[src/rtl/abt_pkg.sv]
package abt_pkg;
   localparam int NUM_ERR = 5;

   localparam int IDX_ABORT_NO_DV = 0;
   localparam int IDX_ABORT_B2B   = 1;
   localparam int IDX_DEAD_CYCLE  = 2;
   localparam int IDX_STRAY_BEAT  = 3;
   localparam int IDX_DRIVE       = 4;

   localparam logic [2:0] CODE_NONE = 3'd0;
endpackage

[src/rtl/abt_txn_queue.sv]
module abt_txn_queue #(
   parameter int ADDR_W = 32,
   parameter int LEN_W  = 2,
   parameter int DEPTH  = 4
) (
   input  logic              clk,
   input  logic              rst_n,
   input  logic              push,
   input  logic              push_read,
   input  logic [LEN_W-1:0]  push_len,
   input  logic [ADDR_W-1:0] push_addr,
   input  logic              dvalid,
   input  logic              abort,
   output logic              head_vld,
   output logic              head_read,
   output logic [ADDR_W-1:0] head_addr,
   output logic              beat
);
   localparam int PTR_W = $clog2(DEPTH);
   localparam int CNT_W = PTR_W + 1;

   logic [ADDR_W-1:0] addr_m [DEPTH];
   logic [LEN_W-1:0]  len_m  [DEPTH];
   logic [DEPTH-1:0]  read_m;
   logic [PTR_W-1:0]  wr_ptr, rd_ptr;
   logic [CNT_W-1:0]  count_q;
   logic [LEN_W-1:0]  beats_done;
   logic              push_ok, pop;

   assign head_vld  = (count_q != '0);
   assign head_read = read_m[rd_ptr];
   assign head_addr = addr_m[rd_ptr];
   assign beat      = dvalid && head_vld;
   assign pop       = beat && (abort || (beats_done == len_m[rd_ptr]));
   assign push_ok   = push && (count_q != CNT_W'(DEPTH));

   always_ff @(posedge clk) begin
      if (push_ok) begin
         addr_m[wr_ptr] <= push_addr;
         len_m[wr_ptr]  <= push_len;
         read_m[wr_ptr] <= push_read;
      end
   end

   always_ff @(posedge clk or negedge rst_n) begin
      if (!rst_n) begin
         wr_ptr     <= '0;
         rd_ptr     <= '0;
         count_q    <= '0;
         beats_done <= '0;
      end else begin
         if (push_ok) wr_ptr <= wr_ptr + 1'b1;
         if (pop)     rd_ptr <= rd_ptr + 1'b1;
         count_q <= count_q + CNT_W'(push_ok) - CNT_W'(pop);
         if (pop)       beats_done <= '0;
         else if (beat) beats_done <= beats_done + 1'b1;
      end
   end

   p_no_overflow_r5: assert property (@(posedge clk) disable iff (!rst_n)
      (count_q == CNT_W'(DEPTH)) |-> !push);
endmodule

[src/rtl/abt_abort_rules.sv]
module abt_abort_rules (
   input  logic clk,
   input  logic rst_n,
   input  logic dvalid,
   input  logic abort,
   output logic v_no_dv,
   output logic v_b2b,
   output logic v_dead
);
   logic abort_q;

   always_ff @(posedge clk or negedge rst_n) begin
      if (!rst_n) abort_q <= 1'b0;
      else        abort_q <= abort;
   end

   assign v_no_dv = abort && !dvalid;
   assign v_b2b   = abort && abort_q;
   assign v_dead  = dvalid && abort_q;
endmodule

[src/rtl/abt_drive_check.sv]
module abt_drive_check #(
   parameter int DATA_LAG = 2
) (
   input  logic clk,
   input  logic rst_n,
   input  logic beat,
   input  logic beat_read,
   input  logic beat_abort,
   input  logic ext_drv,
   input  logic cpu_drv,
   output logic v_drive
);
   logic [DATA_LAG-1:0] s_vld, s_rd, s_ab;

   generate
      if (DATA_LAG == 1) begin : g_one
         always_ff @(posedge clk or negedge rst_n) begin
            if (!rst_n) begin
               s_vld <= '0; s_rd <= '0; s_ab <= '0;
            end else begin
               s_vld <= beat; s_rd <= beat_read; s_ab <= beat_abort;
            end
         end
      end else begin : g_shift
         always_ff @(posedge clk or negedge rst_n) begin
            if (!rst_n) begin
               s_vld <= '0; s_rd <= '0; s_ab <= '0;
            end else begin
               s_vld <= {s_vld[DATA_LAG-2:0], beat};
               s_rd  <= {s_rd[DATA_LAG-2:0],  beat_read};
               s_ab  <= {s_ab[DATA_LAG-2:0],  beat_abort};
            end
         end
      end
   endgenerate

   always_comb begin
      v_drive = 1'b0;
      if (s_vld[DATA_LAG-1]) begin
         if (s_rd[DATA_LAG-1])      v_drive = !ext_drv;
         else if (s_ab[DATA_LAG-1]) v_drive = cpu_drv;
         else                       v_drive = !cpu_drv;
      end
   end
endmodule

[src/rtl/abt_bus_monitor.sv]
module abt_bus_monitor
   import abt_pkg::*;
#(
   parameter int ADDR_W   = 32,
   parameter int LEN_W    = 2,
   parameter int DEPTH    = 4,
   parameter int DATA_LAG = 2
) (
   input  logic              clk,
   input  logic              rst_n,
   input  logic              clr_err,
   input  logic              req_valid,
   input  logic              req_read,
   input  logic [LEN_W-1:0]  req_len,
   input  logic [ADDR_W-1:0] req_addr,
   input  logic              dvalid,
   input  logic              abort,
   input  logic              ext_drv,
   input  logic              cpu_drv,
   output logic [4:0]        err_flags,
   output logic [2:0]        err_code,
   output logic [ADDR_W-1:0] abort_addr,
   output logic              abort_addr_vld
);
   generate
      if (DEPTH < 2 || (DEPTH & (DEPTH - 1)) != 0) begin : g_bad_depth
         $error("DEPTH must be a power of two of at least 2");
      end
      if (DATA_LAG < 1) begin : g_bad_lag
         $error("DATA_LAG must be at least 1");
      end
      if (LEN_W < 1 || ADDR_W < 1) begin : g_bad_width
         $error("LEN_W and ADDR_W must be positive");
      end
   endgenerate

   logic              head_vld, head_read, beat;
   logic [ADDR_W-1:0] head_addr;
   logic              v_no_dv, v_b2b, v_dead, v_drive;
   logic [NUM_ERR-1:0] viol;
   logic [2:0]        first_code;

   abt_txn_queue #(.ADDR_W(ADDR_W), .LEN_W(LEN_W), .DEPTH(DEPTH)) u_queue (
      .clk(clk), .rst_n(rst_n),
      .push(req_valid), .push_read(req_read), .push_len(req_len), .push_addr(req_addr),
      .dvalid(dvalid), .abort(abort),
      .head_vld(head_vld), .head_read(head_read), .head_addr(head_addr), .beat(beat)
   );

   abt_abort_rules u_rules (
      .clk(clk), .rst_n(rst_n), .dvalid(dvalid), .abort(abort),
      .v_no_dv(v_no_dv), .v_b2b(v_b2b), .v_dead(v_dead)
   );

   abt_drive_check #(.DATA_LAG(DATA_LAG)) u_drive (
      .clk(clk), .rst_n(rst_n), .beat(beat), .beat_read(head_read),
      .beat_abort(abort), .ext_drv(ext_drv), .cpu_drv(cpu_drv), .v_drive(v_drive)
   );

   always_comb begin
      viol                  = '0;
      viol[IDX_ABORT_NO_DV] = v_no_dv;
      viol[IDX_ABORT_B2B]   = v_b2b;
      viol[IDX_DEAD_CYCLE]  = v_dead;
      viol[IDX_STRAY_BEAT]  = dvalid && !head_vld;
      viol[IDX_DRIVE]       = v_drive;
   end

   always_comb begin
      first_code = CODE_NONE;
      for (int i = NUM_ERR - 1; i >= 0; i--) begin
         if (viol[i]) first_code = 3'(i + 1);
      end
   end

   generate
      for (genvar g = 0; g < NUM_ERR; g++) begin : g_flag
         always_ff @(posedge clk or negedge rst_n) begin
            if (!rst_n)       err_flags[g] <= 1'b0;
            else if (clr_err) err_flags[g] <= 1'b0;
            else if (viol[g]) err_flags[g] <= 1'b1;
         end
      end
   endgenerate

   always_ff @(posedge clk or negedge rst_n) begin
      if (!rst_n) begin
         err_code       <= CODE_NONE;
         abort_addr     <= '0;
         abort_addr_vld <= 1'b0;
      end else if (clr_err) begin
         err_code       <= CODE_NONE;
         abort_addr_vld <= 1'b0;
      end else begin
         if (err_code == CODE_NONE) err_code <= first_code;
         if (abort && beat) begin
            abort_addr     <= head_addr;
            abort_addr_vld <= 1'b1;
         end
      end
   end

   p_no_dv_flag_r1: assert property (@(posedge clk) disable iff (!rst_n)
      (abort && !dvalid && !clr_err) |=> err_flags[0]);
   p_b2b_flag_r2: assert property (@(posedge clk) disable iff (!rst_n)
      (abort && $past(abort) && !clr_err) |=> err_flags[1]);
   p_dead_flag_r3: assert property (@(posedge clk) disable iff (!rst_n)
      (dvalid && $past(abort) && !clr_err) |=> err_flags[2]);
   p_capture_r8: assert property (@(posedge clk) disable iff (!rst_n)
      $rose(abort_addr_vld) |-> $past(abort && dvalid));
   p_sticky_r9: assert property (@(posedge clk) disable iff (!rst_n)
      !clr_err |=> ((err_flags & $past(err_flags)) == $past(err_flags)));
   p_code_hold_r9: assert property (@(posedge clk) disable iff (!rst_n)
      (err_code != CODE_NONE && !clr_err) |=> $stable(err_code));
   p_clear_r10: assert property (@(posedge clk) disable iff (!rst_n)
      clr_err |=> (err_flags == '0 && err_code == CODE_NONE && !abort_addr_vld));
endmodule

[config.mk]
export PLATFORM = sky130hd
export DESIGN_NAME = abt_bus_monitor
export DESIGN_NICKNAME = d
export VERILOG_FILES = /design/src/rtl/abt_pkg.sv /design/src/rtl/abt_txn_queue.sv /design/src/rtl/abt_abort_rules.sv /design/src/rtl/abt_drive_check.sv /design/src/rtl/abt_bus_monitor.sv
export SDC_FILE = /design/constraint.sdc
export NUM_CORES = 1
export LEC_CHECK = 0
export BUFFER_PORTS_ARGS = -buffer_cell sky130_fd_sc_hd__buf_4
export CAP_MARGIN = 20
export CORE_ASPECT_RATIO = 1.2
export CORE_MARGIN = 2
export CORE_UTILIZATION = 45
export CTS_CLUSTER_SIZE = 8
export DETAILED_ROUTE_END_ITERATION = 12
export HOLD_SLACK_MARGIN = 0.06
export PLACE_DENSITY = 0.74
export SLEW_MARGIN = 40
export SYNTH_ARGS = -nofsm -noshare
export SYNTH_HDL_FRONTEND = slang
export SYNTH_SLANG_ARGS = --single-unit
[constraint.sdc]
create_clock -name clk -period 2.4 [get_ports clk]
set_input_delay 0.24 -clock clk [delete_from_list [all_inputs] [get_ports clk]]
set_output_delay 0.24 -clock clk [all_outputs]
set_load 0.02 [all_outputs]
# Word level (Yosys, flattened, before mapping)
# Memory sizes are Yosys's and may differ from the RTL's. A register that Yosys moved wholly into a read port is not among the register bits.
# Cells that the tools add are included.
# word_totals
reg_bits	29
ram_bits	136
n_memories	2
# op_classes
addsub	5
order_cmp	3
eq_ne	2
muxes	31
bitwise_logic	1
n_reduce_logical	26
# mem_list
name	words	width	rd	rd_ports_with_merged_regs	write_ports	line_no	source
u_queue.addr_m	4	32	1	1	1	abt_txn_queue.sv:22	logic [ADDR_W-1:0] addr_m [DEPTH];
u_queue.len_m	4	2	1	0	1	abt_txn_queue.sv:23	logic [LEN_W-1:0] len_m [DEPTH];
# ops
op	n
$mux W3	7
$mux W1	19
$reduce_bool A2 Y1	8
$logic_and A1 B1 Y1	9
$add A2 B1 Y2 const B	3
$lt A2 B3 Y1 const B	2
$logic_not A1 Y1	5
$bwmux W4	1
$mux W2	2
$add A3 B1 Y3	1
$logic_not A3 Y1	1
$ne A3 B3 Y1 const B	1
$reduce_bool A3 Y1	1
$sub A3 B1 Y3	1
$bmux W1 S2	1
$demux W1 S2	1
$eq A2 B2 Y1	1
$ge A2 B1 Y1 const B	1
$reduce_and A2 Y1	1
$logic_or A1 B1 Y1	1
$not A1 Y1	1

# Depth between registers and ports, before layout
# logic_depth
depth_word	11
mapped_depth	12

# Hierarchy
# A second synthesis with hierarchy kept.
# hier_totals
cells_unflattened	355
area_unflattened_um2	7494.7
# by_module_without_submodules
mod	n_inst	cells_per_inst	area_per_inst_um2	seq_area_each_um2
abt_txn_queue	1	237	5587.9	4429.2
abt_bus_monitor	1	104	1681.6	1026.0
abt_drive_check	1	10	177.7	150.1
abt_abort_rules	1	4	47.5	25.0

# Worst setup path before layout
# OpenSTA, ideal clock, no wires.
# synth_path
path_kind	reg-to-reg
start	register u_queue.rd_ptr[0]
end	register u_queue.count_q[2]
arrival_ps	2566
slack_ps	-292
path_stages_with_launch	13
cell_sequence	dfrtp_1 buf_6 mux4_2 xnor2_1 a21oi_1 nor2b_4 ha_1 inv_1 ha_1 inv_1 fa_1 xnor2_1 xnor2_1
# synth_via
elab_chain_len	5
# synth_rtl
element	line_no	source
start: declaration	abt_txn_queue.sv:25	logic [PTR_W-1:0] wr_ptr, rd_ptr;
start signal: assignment	abt_txn_queue.sv:53	if (pop) rd_ptr <= rd_ptr + 1'b1;
$mem_v2 Z4 W2	n/a	
$eq A2 B2 Y1	abt_txn_queue.sv:34	assign pop = beat && (abort || (beats_done == len_m[rd_ptr]));
$logic_or A1 B1 Y1	abt_txn_queue.sv:34	
$logic_and A1 B1 Y1	abt_txn_queue.sv:34	
named net u_queue.pop	abt_txn_queue.sv:28	logic push_ok, pop;
$sub A3 B1 Y3	abt_txn_queue.sv:54	count_q <= count_q + CNT_W'(push_ok) - CNT_W'(pop);
end signal: assignment	abt_txn_queue.sv:54	
end: declaration	abt_txn_queue.sv:26	logic [CNT_W-1:0] count_q;
# The timed path passes the listed nets, and every way through them passes these cells.
# A chain may end at the register's enable or synchronous reset.

# Worst setup path after layout
# Same ends and word-level chain as after synthesis.

==> impl_metrics.tcl <==
set metrics [dict create \
    path_clk_slew_ps 70 \
    grt-ovfl-total 0 \
    cts_buffer_depth 2 \
    synth_nets 396 \
    seq_area_frac_synth_pct 75.52 \
    synthArstFlopShare_pct 28.57 \
    grt_usage_pct 16.29 \
    worst-endpoint-arrival_ps 2910 \
    core-area_um2 16210 \
    final_util_pct 58.49 \
    cts.sinks 196 \
    p_int_w 0.007890 \
    routed_via_density 5.100 \
    numCtsBuffers 17 \
    endpoint_kind "register" \
    fin_skew_ps 8.222 \
    status "finished, violations left" \
    synth_cells 346 \
    drt-pass1-iter-count 4 \
    ioPinCount 84 \
    synth_most_common_cell "edfxtp_1" \
    synth_seq_cells 196 \
    num_rows 51 \
    sw_frac_of_total_pct 30.55 \
    ys_warn_count 0 \
    start_util_pct 45.79 \
    yosysTopAreaCell "edfxtp_1" \
    r2r.worst_path.cells 11 \
    critPathRequiredTime_ps 2750 \
    drt_iter0_drc 200 \
    ant_nets 0 \
    switching_power_w 0.003470 \
    die_h_um 144.7 \
    pwr-share-comb_pct 32.1 \
    drive_above_1_share_pct 44.01 \
    clockRootBuffer "clkbuf_16" \
    synthTopCellsByArea "edfxtp_1 57%, dfrtp_1 19%, mux4_2 11%" \
    holdPathStages 3 \
    layout_setup_ws_ps -161.6 \
    die_w_um 121.2 \
    fmax_mhz 390.4 \
    nNetsFinal 546 \
    syn_area_per_cell_um2 21.45 \
    cts_tree "yes" \
    yosysUniqueCellTypes 32 \
    post-route-period-util_pct 106.7 \
    place_congestion 0.7214 \
    critPathKind "reg2reg" \
    ir_worst_vdd_mv 0.5893 \
    diodes 0 \
    p_seq_share_pct 43.8 \
    pwr-share-clk_pct 24.2 \
    regArea_um2 5608 \
    die_area_um2 17540 \
    syn_area_um2 7422 \
    rsz0062_at_grt "true" \
    clkLatencyLatePin_ps 430 \
    period_needed_ps 2562 \
    setup_viol 2 \
    min_from "dvalid" \
    slew_viol_final 0 \
    crit_start "u_queue.rd_ptr[0]" \
    yosysTopAreaCellShare_pct 56.64 \
    vias 3677 \
    grt_pass1_vias 3980 \
    fillCellCount 1201 \
    r2r-start "u_queue.rd_ptr[0]" \
    worstMarginPinSlew_ps 572.7 \
    grt_pass1_wl_um 21160 \
    multi_input_area_um2 1760 \
    areaGrowthSynthToFinish_pct 27.73 \
    htreeDepth 4 \
    place_ws_ps -266.1 \
    antenna_found_initial 0 \
    place_hpwl_um 8111 \
    slew_headroom_pct 61.82 \
    grt_max_degree 57 \
    drv_cap 0 \
    reg2reg_setup_slack_ps -160 \
    finalHoldViolCount 0 \
    synth_flop_cell "edfxtp_1" \
    hold_path_class "in2reg" \
    violations "negative setup slack" \
    power_density_nw_per_um2 1198 \
    critPathMaxFanout 3 \
    totalWireLength_um 13440 \
    wire_per_inst_um 18.64 \
    synth_edf_count 140 \
    leakagePower_nw 3.617 \
    drc 0 \
    cp-start-kind "register" \
    yosys-top-cells-count "140 x edfxtp_1, 56 x dfrtp_1, 35 x mux4_2" \
    portBuffers 83 \
]
registers in the layout (all words and copies together), names as in the netlist:
signal / count
err_code: 3
u_drive.s_rd: 2
u_queue.count_q: 3
u_queue.rd_ptr: 2
u_drive.s_vld: 2
u_queue.len_m: 8
u_drive.s_ab: 2
u_queue.wr_ptr: 2
abort_addr_vld: 1
u_queue.addr_m: 128
u_queue.beats_done: 2
u_queue.read_m: 4
abort_addr: 32
err_flags: 5
per-stage QoR:
step           hold WS, ps  total power (W)  area (um2)  setup TNS [ps]  instances
2_1_floorplan       -55.59         0.007241        7436          -357.9        346
3_3_place_gp         332.6         0.008359        8424          -237.4        645
3_5_place_dp         340.4         0.008493        8424          -423.2        645
4_1_cts              129.5          0.01139        9444          -190.9        718
5_1_grt              147.2          0.01191        9480          -410.3        721
6_report             138.4          0.01136        9480          -235.8        721
power by group through the flow:
stage | Combinational, W | Sequential (W) | Clock (W)
after floorplan | 0.00196 | 0.00528 | 0
after global placement | 0.00338 | 0.00498 | 0
after detailed placement | 0.00346 | 0.00503 | 0
after CTS | 0.00362 | 0.00497 | 0.00280
after global routing | 0.00392 | 0.00505 | 0.00294
final | 0.00364 | 0.00497 | 0.00275
cell usage in the layout (no fill, tap or decap), drive strengths merged, types with 2 or more instances in the layout:
master         n
nor2          12
ha             6
clkbuf        17
nor2b          3
dfrtp         56
a21oi          8
and2           5
clkinv         5
edfxtp       140
buf          106
xor2           4
mux2          32
inv           16
mux4          35
xnor2          6
clkinvlp       2
dlygate4sd3   38
nand2          4
critical path, stage by stage, from the launching register on:
cell and delay [ps]:
dfrtp_2 400, mux4_2 540, xnor2_2 160, a21oi_2 210, nor2b_4 70, ha_4 230, inv_4 60, ha_4 120
inv_2 30, fa_2 340, xnor2_2 140, xnor2_1 170
logic make-up (layout without fill, tap and decap cells):
logic type	after synthesis	in the layout	share of synthesized area, %
buffers and inverters	21	184	1.568
adder cells (fa/ha/maj)	7	7	1.281
AND/OR/NAND/NOR	28	28	2.040
XOR/XNOR	10	10	1.180
AO/OA/AOI/OAI	16	16	1.332
multiplexers	68	68	17.08
flip-flops	196	196	75.52
routing by layer:
layer / vias up / routed length, um / GRT usage (%) / part of all wire [%]
met5: - / 0 / 0 / 0
met4: 0 / 190 / 5.324 / 1.4
met3: 17 / 505 / 3.997 / 3.8
met2: 89 / 6871 / 28.06 / 51
met1: 1919 / 5873 / 20.41 / 44
li1: 1652 / - / - / -
final timing paths:
kind | to
min in group asynchronous | abort_addr[10]
worst max register to register | u_queue.count_q[2]
worst max-delay path | u_queue.count_q[2]
max in group asynchronous | u_queue.rd_ptr[0]
worst min-delay path | err_flags[2]
worst min register to register | u_drive.s_vld[1]
repair_timing:
action	CTS	global route
pin swaps	6	4
resized for setup	7	2
hold buffers	38	0
buffers inserted	3	3
setup endpoints to repair	2	2
hold endpoints to repair	203	0
layout make-up:
class,count,share of cell area [%]
Clock inverter,15,1.676
Multi-Input combinational cell,129,18.57
Tap cell,212,2.798
Inverter,8,0.3431
Timing Repair Buffer,144,12.97
Sequential cell,196,59.15
Clock buffer,17,4.487
Note: power is estimated with default switching activity, not from simulation.
